File: src/rtl/pamt_pkg.sv
`timescale 1ns/1ps
package pamt_pkg;

    localparam int ENTRIES = 8;
    localparam int ENTRY_W = 8;
    localparam int REG_W   = ENTRIES * ENTRY_W;
    localparam int IDX_W   = $clog2(ENTRIES);
    localparam int TYPE_W  = 3;

    typedef enum logic [TYPE_W-1:0] {
        MT_UC   = 3'd0,
        MT_WC   = 3'd1,
        MT_RSV2 = 3'd2,
        MT_RSV3 = 3'd3,
        MT_WT   = 3'd4,
        MT_WP   = 3'd5,
        MT_WB   = 3'd6,
        MT_UCM  = 3'd7
    } mtype_e;

    typedef logic [ENTRY_W-1:0]               entry_t;
    typedef logic [ENTRIES-1:0][ENTRY_W-1:0]  attr_t;

    // index 0..7: WB, WT, UC-minus, UC, repeated
    localparam attr_t ATTR_RESET = 64'h0007_0406_0007_0406;

    typedef struct packed {
        logic   valid;
        mtype_e rng;
        mtype_e pg;
    } lookup_t;

    typedef struct packed {
        logic   valid;
        mtype_e typ;
    } result_t;

    function automatic logic byte_legal(entry_t b);
        return (b == 8'd0) || (b == 8'd1) || (b == 8'd4) ||
               (b == 8'd5) || (b == 8'd6) || (b == 8'd7);
    endfunction

    function automatic logic attr_legal(attr_t a);
        logic ok;
        ok = 1'b1;
        for (int i = 0; i < ENTRIES; i++) begin
            ok = ok & byte_legal(a[i]);
        end
        return ok;
    endfunction

    function automatic logic is_reserved(mtype_e t);
        return (t == MT_RSV2) || (t == MT_RSV3);
    endfunction

    // Precedence between the range type and the page type
    function automatic mtype_e resolve(mtype_e rng, mtype_e pg);
        mtype_e r;
        if (is_reserved(rng) || rng == MT_UCM || is_reserved(pg)) begin
            r = MT_RSV2;
        end else if (pg == MT_UC || pg == MT_WC) begin
            r = pg;
        end else begin
            unique case (rng)
                MT_UC:   r = MT_UC;
                MT_WC:   r = (pg == MT_WB || pg == MT_UCM) ? MT_WC : MT_UC;
                MT_WT:   r = (pg == MT_UCM) ? MT_UC :
                             (pg == MT_WB)  ? MT_WT : pg;
                MT_WP:   r = (pg == MT_UCM) ? MT_WC :
                             (pg == MT_WB)  ? MT_WP : pg;
                MT_WB:   r = (pg == MT_UCM) ? MT_UC : pg;
                default: r = MT_RSV2;
            endcase
        end
        return r;
    endfunction

endpackage

File: src/rtl/pamt_attr_reg.sv
`timescale 1ns/1ps
module pamt_attr_reg
    import pamt_pkg::*;
(
    input  logic  clk,
    input  logic  rst,
    input  logic  wr_en,
    input  attr_t wr_data,
    output attr_t attr_q,
    output logic  wr_err
);

    logic [ENTRIES-1:0] byte_ok;
    logic               all_ok;

    generate
        for (genvar g = 0; g < ENTRIES; g++) begin : g_chk
            assign byte_ok[g] = byte_legal(wr_data[g]);
        end
    endgenerate

    assign all_ok = &byte_ok;

    always_ff @(posedge clk) begin
        if (rst) begin
            attr_q <= ATTR_RESET;
            wr_err <= 1'b0;
        end else begin
            wr_err <= wr_en & ~all_ok;
            if (wr_en && all_ok) begin
                attr_q <= wr_data;
            end
        end
    end

    a_r11_err_needs_write: assert property (@(posedge clk) disable iff (rst)
        wr_err |-> $past(wr_en));

    a_r11_hold_on_reject: assert property (@(posedge clk) disable iff (rst)
        wr_err |-> $stable(attr_q));

    a_r10_contents_legal: assert property (@(posedge clk) disable iff (rst)
        attr_legal(attr_q));

endmodule

File: src/rtl/pamt_index.sv
`timescale 1ns/1ps
module pamt_index
    import pamt_pkg::*;
#(
    parameter int PTE_W   = 12,
    parameter int PWT_POS = 3,
    parameter int PCD_POS = 4,
    parameter int PAT_POS = 7
) (
    input  logic             clk,
    input  logic             rst,
    input  logic             lk_valid,
    input  logic [PTE_W-1:0] pte_flags,
    input  attr_t            attr_q,
    output mtype_e           page_type
);

    logic [IDX_W-1:0] idx;
    entry_t           sel;

    // index bits from the three page flags
    assign idx = {pte_flags[PAT_POS], pte_flags[PCD_POS], pte_flags[PWT_POS]};
    // byte n of the register
    assign sel       = attr_q[idx];
    assign page_type = mtype_e'(sel[TYPE_W-1:0]);

    a_r2_flags_known: assert property (@(posedge clk) disable iff (rst)
        lk_valid |-> !$isunknown(pte_flags));

    a_r3_entry_legal: assert property (@(posedge clk) disable iff (rst)
        lk_valid |-> byte_legal(sel));

endmodule

File: src/rtl/pamt_resolve.sv
`timescale 1ns/1ps
module pamt_resolve
    import pamt_pkg::*;
(
    input  logic    clk,
    input  logic    rst,
    input  lookup_t lk,
    output result_t res
);

    always_ff @(posedge clk) begin
        if (rst) begin
            res <= '{valid: 1'b0, typ: MT_UC};
        end else begin
            res.valid <= lk.valid;
            if (lk.valid) begin
                res.typ <= resolve(lk.rng, lk.pg);
            end
        end
    end

    a_r12_valid_follows: assert property (@(posedge clk) disable iff (rst)
        lk.valid |=> res.valid);

    a_r12_idle_low: assert property (@(posedge clk) disable iff (rst)
        !lk.valid |=> !res.valid);

    a_r9_reserved_range: assert property (@(posedge clk) disable iff (rst)
        (lk.valid && (is_reserved(lk.rng) || lk.rng == MT_UCM)) |=> res.typ == MT_RSV2);

    a_r4_uc_range_uncached: assert property (@(posedge clk) disable iff (rst)
        (lk.valid && lk.rng == MT_UC) |=> (res.typ == MT_UC || res.typ == MT_WC));

    a_r8_no_minus_out: assert property (@(posedge clk) disable iff (rst)
        res.valid |-> (res.typ != MT_UCM && res.typ != MT_RSV3));

endmodule

File: src/rtl/pamt_combiner.sv
`timescale 1ns/1ps
module pamt_combiner
    import pamt_pkg::*;
#(
    parameter int PTE_W   = 12,
    parameter int PWT_POS = 3,
    parameter int PCD_POS = 4,
    parameter int PAT_POS = 7
) (
    input  logic                clk,
    input  logic                rst,
    input  logic                wr_en,
    input  logic [REG_W-1:0]    wr_data,
    output logic                wr_err,
    input  logic                lk_valid,
    input  logic [PTE_W-1:0]    pte_flags,
    input  logic [TYPE_W-1:0]   range_type,
    output logic                out_valid,
    output logic [TYPE_W-1:0]   eff_type
);

    attr_t   attr_q;
    mtype_e  page_type;
    lookup_t lk;
    result_t res;

    pamt_attr_reg u_reg (
        .clk     (clk),
        .rst     (rst),
        .wr_en   (wr_en),
        .wr_data (attr_t'(wr_data)),
        .attr_q  (attr_q),
        .wr_err  (wr_err)
    );

    pamt_index #(
        .PTE_W   (PTE_W),
        .PWT_POS (PWT_POS),
        .PCD_POS (PCD_POS),
        .PAT_POS (PAT_POS)
    ) u_idx (
        .clk       (clk),
        .rst       (rst),
        .lk_valid  (lk_valid),
        .pte_flags (pte_flags),
        .attr_q    (attr_q),
        .page_type (page_type)
    );

    assign lk = '{valid: lk_valid, rng: mtype_e'(range_type), pg: page_type};

    pamt_resolve u_res (
        .clk (clk),
        .rst (rst),
        .lk  (lk),
        .res (res)
    );

    assign out_valid = res.valid;
    assign eff_type  = res.typ;

endmodule

File: config.mk
export PLATFORM = sky130hd
export DESIGN_NAME = pamt_combiner
export DESIGN_NICKNAME = d
export VERILOG_FILES = /design/src/rtl/pamt_pkg.sv /design/src/rtl/pamt_attr_reg.sv /design/src/rtl/pamt_index.sv /design/src/rtl/pamt_resolve.sv /design/src/rtl/pamt_combiner.sv
export SDC_FILE = /design/constraint.sdc
export NUM_CORES = 1
export LEC_CHECK = 0
export CAP_MARGIN = 30
export CORE_MARGIN = 2
export CORE_UTILIZATION = 35
export CTS_CLUSTER_SIZE = 40
export DETAILED_ROUTE_END_ITERATION = 7
export PLACE_DENSITY = 0.81
export SYNTH_ARGS = -nofsm -noshare
export SYNTH_HDL_FRONTEND = slang
export SYNTH_SLANG_ARGS = --single-unit
export TNS_END_PERCENT = 1
File: constraint.sdc
create_clock -name clk -period 2.08 [get_ports clk]
set_input_delay 0.416 -clock clk [delete_from_list [all_inputs] [get_ports clk]]
set_output_delay 0.416 -clock clk [all_outputs]
set_load 0.02 [all_outputs]
==> results.py, run 1 <==
metrics = {
    "detailed_routing": {
        "drt_pass1_iterations": 4,
        "ant_nets": 0,
        "vias_per_cell": 5.02,
        "drcViolationCount": 0,
        "wl_um": 4740,
        "dr_total_vias": 1595,
        "drt_iter0_drc": 57,
        "wire_per_inst_um": 14.9,
    },
    "timing": {
        "max_clock_freq_mhz": 499,
        "period_needed_ns": 2.00,
        "maxSlewViolCount": 0,
        "slew-limit-headroom_pct": 79.7,
        "rsz0062_at_grt": "false",
        "setup_violations": 0,
        "worstMarginPinSlew_ns": 0.304,
        "final.setup.tns_ns": 0,
        "finalHoldViolations": 0,
        "finalClockSkew_ns": 0.00738,
        "setup_ws_ns": 0.0762,
        "finalCritPeriodShare_pct": 96.3,
    },
    "placement": {
        "hpwlAfterDp_um": 3430,
        "place.gp.congestion": 0.761,
        "port-buffer-count": 78,
        "dp_cells": 305,
        "preCtsSetupSlack_ns": -0.461,
    },
    "clock_network": {
        "cts.sinks": 29,
        "clk_latency_ns": 0.28,
        "tritoncts": "built",
        "cts_root_buf": "clkbuf_8",
        "cts_buffers": 5,
        "clk_path_buf_depth": 2,
        "cts_max_level": 2,
        "clk_pin_slew_ns": 0.06,
    },
    "pwr": {
        "p_sw_mw": 0.312,
        "p_clk_share_pct": 35.0,
        "p_sw_share_pct": 24.4,
        "p_per_area_nw_per_um2": 464,
        "peakVddDrop_mv": 0.364,
        "p_int_mw": 0.967,
        "pwr-share-seq_pct": 44.0,
        "power.leakage_nw": 1.04,
        "combinationalPowerShare_pct": 21.0,
    },
    "synthesis": {
        "syn_inst": 167,
        "synthSimpleGateAreaFrac_pct": 28.5,
        "ys_ff_latch": 29,
        "synth_compound_area_share_pct": 5.33,
        "ys_warn_count": 0,
        "ys_types": 31,
        "syn_area_per_cell_um2": 9.55,
        "syn_area_um2": 1600,
        "seq_area_frac_synth_pct": 36.4,
        "yosys-mux-area-fraction_pct": 25.5,
        "synth_top_family_by_area": "simple AND/OR/NAND/NOR gates",
        "synth_fp_nets": 250,
        "synthXorXnorAreaFrac_pct": 0,
        "synthAdderAreaFrac_pct": 0,
    },
    "cells_and_area": {
        "fill_cells": 343,
        "layoutNonFillerInstCount": 318,
        "multiInputGateArea_um2": 1010,
        "syn_to_final_growth_pct": 73.0,
        "drive_gt1_share_pct": 19.2,
        "final_common_cell": "clkdlybuf4s50_1",
        "antenna-diode-count": 0,
        "nets": 348,
        "final_cell_mix": "clkdlybuf4s50_1 (54), dfxtp_1 (29), mux2i_1 (26)",
        "register_area_um2": 581,
    },
    "min_path": {
        "hold_path.class": "flop to flop",
    },
    "run": {
        "max-cap-violations": 0,
    },
    "die": {
        "start_util_pct": 36.4,
        "dieArea_um2": 5110,
        "rows": 24,
        "io_pins": 88,
        "die_w_um": 71.5,
        "core-area_um2": 4380,
        "die_height_um": 71.5,
    },
    "grt": {
        "grt_pass1_vias": 1646,
        "grt-ovfl-total": 0,
        "antenna_found_initial": 0,
        "grt_pass1_wl_um": 7440,
        "grt_usage_pct": 18.5,
        "grt_start_max_net_pins": 54,
    },
    "setup_path": {
        "r2r_slack_ns": 0.49,
        "critPathLaunchType": "primary input",
        "worstPathRequired_ns": 2.28,
        "path_class": "primary input to flop",
        "crit_path_end_kind": "flop",
        "arrival_ns": 2.21,
        "crit_fanout": 6,
    },
    "status": {
        "outcome": "complete, no violations",
    },
}
==> power groups by stage <==
stage / clock [mW] / combinational, mW / sequential (mW)
finish: 0.448 / 0.269 / 0.563
global route: 0.480 / 0.289 / 0.563
CTS: 0.458 / 0.267 / 0.563
detailed placement: 0 / 0.270 / 0.575
global placement: 0 / 0.267 / 0.575
floorplan: 0 / 0.0677 / 0.582
==> timing repair <==
| item | in CTS | in global routing |
|---|---|---|
| pin swaps | 5 | 6 |
| hold buffers | 0 | 0 |
| resized for setup | 34 | 8 |
| setup endpoints to repair | 25 | 21 |
| buffers inserted | 2 | 1 |
| cloned | 2 | 1 |
==> Yosys cell counts <==
| library cell | number | area share (%) |
|---|---|---|
| a211oi_1 | 1 | 0.47 |
| o211ai_1 | 1 | 0.47 |
| nor4_2 | 2 | 1.6 |
| mux4_2 | 6 | 8.5 |
| inv_1 | 4 | 0.94 |
| nor3b_1 | 1 | 0.47 |
| nor3_1 | 2 | 0.63 |
| mux2i_1 | 26 | 16 |
| nor4_1 | 8 | 3.1 |
| a21o_1 | 1 | 0.47 |
| nand2b_1 | 31 | 12 |
| clkbuf_1 | 7 | 1.6 |
| a311oi_1 | 1 | 0.55 |
| o2111ai_1 | 2 | 1.1 |
| dfxtp_1 | 29 | 36 |
| o21ai_1 | 1 | 0.31 |
| buf_6 | 2 | 1.4 |
| mux2_2 | 1 | 0.71 |
| o21ai_0 | 1 | 0.31 |
| o21bai_1 | 1 | 0.47 |
| nor2_1 | 25 | 5.9 |
| nor4_4 | 1 | 1.3 |
| nand2_1 | 3 | 0.71 |
| or3_4 | 1 | 0.71 |
| nand3b_1 | 1 | 0.47 |
| nand4_1 | 2 | 0.78 |
| nand3_1 | 1 | 0.31 |
| o311ai_1 | 1 | 0.55 |
| inv_2 | 1 | 0.24 |
| nor2b_1 | 1 | 0.39 |
| a21oi_1 | 2 | 0.63 |
==> area by class of cell <==
type                       count  area share, %
multi-input combinational    124           36.6
timing repair buffer         100           36.2
sequential                    29           21.0
clock buffer                   5           2.49
tap                           52           2.36
inverter                       5          0.680
clock inverter                 3          0.635
==> critical path: stages <==
cell and delay (ns):
clkdlybuf4s15_1 0.17, nor4_2 0.29, nand2_1 0.10, or3_4 0.41, nor4_4 0.28, buf_6 0.19, clkbuf_16 0.16, mux2i_1 0.18
==> flip-flops by register name, summed over array words and instances, names as in the netlist <==
signal / cells
u_reg.wr_err: 1
u_reg.attr_q: 24
u_res.res: 4
==> stage by stage <==
stage          hold slack (ns)  power, mW  instance area [µm²]  util (%)
3_5_place_dp             0.467      0.845                 2540      58.0
3_3_place_gp             0.456      0.842                 2540      58.0
4_1_cts                  0.479       1.29                 2720      62.0
6_report                 0.474       1.28                 2760      63.0
5_1_grt                  0.492       1.33                 2760      63.0
2_1_floorplan            0.445      0.650                 1600         -
==> logic make-up after synthesis <==
kind of cell           after synthesis
and+or+nand+nor                     79
muxes                               33
DFF                                 29
buffers and inverters               14
AOI/OAI and AO/OA                   12
==> routing by layer <==
metal  part of all wire, %  global-route usage [%]  up-vias  wire length, µm
met2                    49                    32.3       72             2320
li1                      -                       -      789                -
met3                   9.7                    6.05        6              460
met1                    40                    21.6      728             1920
met5                     0                       0        -                0
met4                  0.80                    5.66        0               38
==> final timing paths <==
path / endpoint / from / depth (start not counted)
worst max-delay path: u_reg.attr_q[41] / wr_data[36] / 8
worst min-delay path: u_reg.attr_q[8] / u_reg.attr_q[8] / 2
worst max register to register: u_res.res[1] / u_reg.attr_q[58] / 4
worst min register to register: u_reg.attr_q[8] / u_reg.attr_q[8] / 2
(Power assumes the default switching activity.)
==> run 2: changes to the inputs <==
CORE_MARGIN = default   (was 2)
SLEW_MARGIN = 10   (was default)
==> results.py, run 2 (same netlist as run 1, synthesis figures left out) <==
metrics = {
    "status": {
        "outcome": "complete, no violations",
    },
    "cells_and_area": {
        "layoutNonFillerInstCount": 319,
        "final_util_pct": 64.8,
        "nets": 350,
        "top_register": "u_reg.attr_q",
        "final_cell_mix": "clkdlybuf4s50_1 (53), dfxtp_1 (29), nand2b_1 (26)",
        "syn_to_final_growth_pct": 76.9,
        "final_common_cell": "clkdlybuf4s50_1",
        "top_regs": "u_reg.attr_q: 24 flops, u_res.res: 4 flops, u_reg.wr_err: 1 flops",
        "largest_reg_flops": 24,
        "antenna-diode-count": 0,
        "drive_gt1_share_pct": 21.3,
    },
    "die": {
        "io_pins": 88,
        "dieArea_um2": 4830,
        "rows": 24,
        "die_height_um": 69.5,
        "start_util_pct": 36.6,
        "die_w_um": 69.5,
        "core-area_um2": 4350,
    },
    "pwr": {
        "p_sw_share_pct": 23.2,
        "p_clk_share_pct": 35.6,
        "p_sw_mw": 0.303,
        "p_int_mw": 1.00,
        "combinationalPowerShare_pct": 21.3,
        "power.leakage_nw": 1.06,
        "peakVddDrop_mv": 0.251,
        "pwr-share-seq_pct": 43.1,
        "p_per_area_nw_per_um2": 463,
    },
    "timing": {
        "finalHoldViolations": 0,
        "maxSlewViolCount": 0,
        "setup_violations": 0,
        "finalCritPeriodShare_pct": 97.7,
        "slew-limit-headroom_pct": 82.9,
        "rsz0062_at_grt": "true",
        "period_needed_ns": 2.03,
        "worstMarginPinSlew_ns": 0.254,
        "finalClockSkew_ns": 0.00484,
        "max_clock_freq_mhz": 492,
    },
    "clock_network": {
        "hold_buffers": 0,
        "clk_latency_ns": 0.28,
        "cts_buffers": 5,
        "tritoncts": "built",
        "cts.sinks": 29,
        "cts_root_buf": "clkbuf_8",
        "clk_pin_slew_ns": 0.06,
        "cts_max_level": 2,
        "clk_path_buf_depth": 2,
    },
    "setup_path": {
        "cpPeakStageDelay_ns": 0.50,
        "crit_family": "multiplexers",
        "critPathLaunchType": "primary input",
        "worst-path-buf-inv": 2,
        "crit_fanout": 4,
        "worstPathRequired_ns": 2.28,
        "crit_slowest_cell": "mux4_2",
        "arrival_ns": 2.23,
        "crit_path_end_kind": "flop",
        "path_cells": "clkdlybuf4s50_1 -> buf_6 -> mux4_2 -> mux2_4 -> a21o_1 -> a311oi_2",
        "path_class": "primary input to flop",
    },
    "placement": {
        "dp_cells": 305,
        "hpwlAfterDp_um": 3220,
        "port-buffer-count": 78,
        "place.gp.congestion": 0.795,
    },
    "detailed_routing": {
        "drt_iter0_drc": 52,
        "ant_nets": 0,
        "drt_pass1_iterations": 4,
        "dr_total_vias": 1618,
        "vias_per_cell": 5.07,
        "drcViolationCount": 0,
        "wire_per_inst_um": 14.5,
        "wl_um": 4610,
    },
    "run": {
        "max-cap-violations": 0,
    },
    "grt": {
        "grt_pass1_vias": 1749,
        "grt_start_max_net_pins": 54,
        "grt-ovfl-total": 0,
        "antenna_found_initial": 0,
        "grt_pass1_wl_um": 7970,
        "grt_usage_pct": 21.0,
    },
    "min_path": {
        "hold_path.class": "flop to flop",
    },
}
-- run 2: changes by cell type in the layout (fill, tap and decap cells not counted), sizes merged --
cell / previous run / this run
clkinv: 2 / 0
dlygate4sd2: 19 / 20
clkbuf: 6 / 8
bufbuf: 0 / 1
clkdlybuf4s50: 54 / 53
clkinvlp: 1 / 0
buf: 21 / 23
clkdlybuf4s15: 4 / 3
-- run 2: final cells by class --
cell class	count	area [µm²]
Multi-Input combinational cell	124	1050
Clock buffer	7	86.3
Timing Repair Buffer	102	1020
Inverter	5	18.8
Fill cell	367	1530
Sequential cell	29	581
Tap cell	52	65.1
-- run 2: routing by layer --
| layer | wire length, µm | global-route usage, % | up-vias |
|---|---|---|---|
| li1 | - | - | 794 |
| met1 | 1900 | 23.1 | 744 |
| met2 | 2210 | 36.7 | 71 |
| met3 | 386 | 7.56 | 9 |
| met4 | 108 | 8.16 | 0 |
| met5 | 0 | 0 | - |
-- run 2: final timing paths --
check                         from              end  slack, ns  cells after the start
hold reg to reg    u_reg.attr_q[8]  u_reg.attr_q[8]       0.47                      2
setup reg to reg  u_reg.attr_q[26]     u_res.res[1]       0.49                      4
setup / recovery      pte_flags[3]     u_res.res[1]       0.05                      6
hold / removal     u_reg.attr_q[8]  u_reg.attr_q[8]       0.47                      2
-- run 2: timing repair --
action | in CTS | in global routing
setup endpoints to repair | 25 | 26
gates resized for setup | 36 | 13
pin swaps | 7 | 6
cloned | 3 | 0
setup buffers | 5 | 0
-- run 2: tightest hold or removal path: stages, from the launching register on --
cell	delay, ns
dfxtp_1	0.30
nand2b_1	0.06
mux2i_1	0.06
-- run 2: metrics by stage --
step                      hold WS, ns  worst slack [ns]  setup TNS (ns)  cell area, µm²  power, mW
final                           0.470            0.0478               0            2820       1.31
after floorplan                 0.445            0.0204               0            1600      0.650
after global placement          0.456            -0.344           -8.73            2540      0.842
after CTS                       0.474            0.0187               0            2790       1.31
after global routing            0.498           -0.0316          -0.194            2820       1.37
after detailed placement        0.461            -0.417           -9.85            2540      0.845
-- run 2: power groups by stage --
stage                     sequential, mW  combinational, mW  clock, mW
final                              0.563              0.278      0.465
after detailed placement           0.575              0.270          0
after global placement             0.575              0.267          0
after CTS                          0.563              0.270      0.475
after floorplan                    0.582             0.0677          0
after global routing               0.563              0.298      0.503
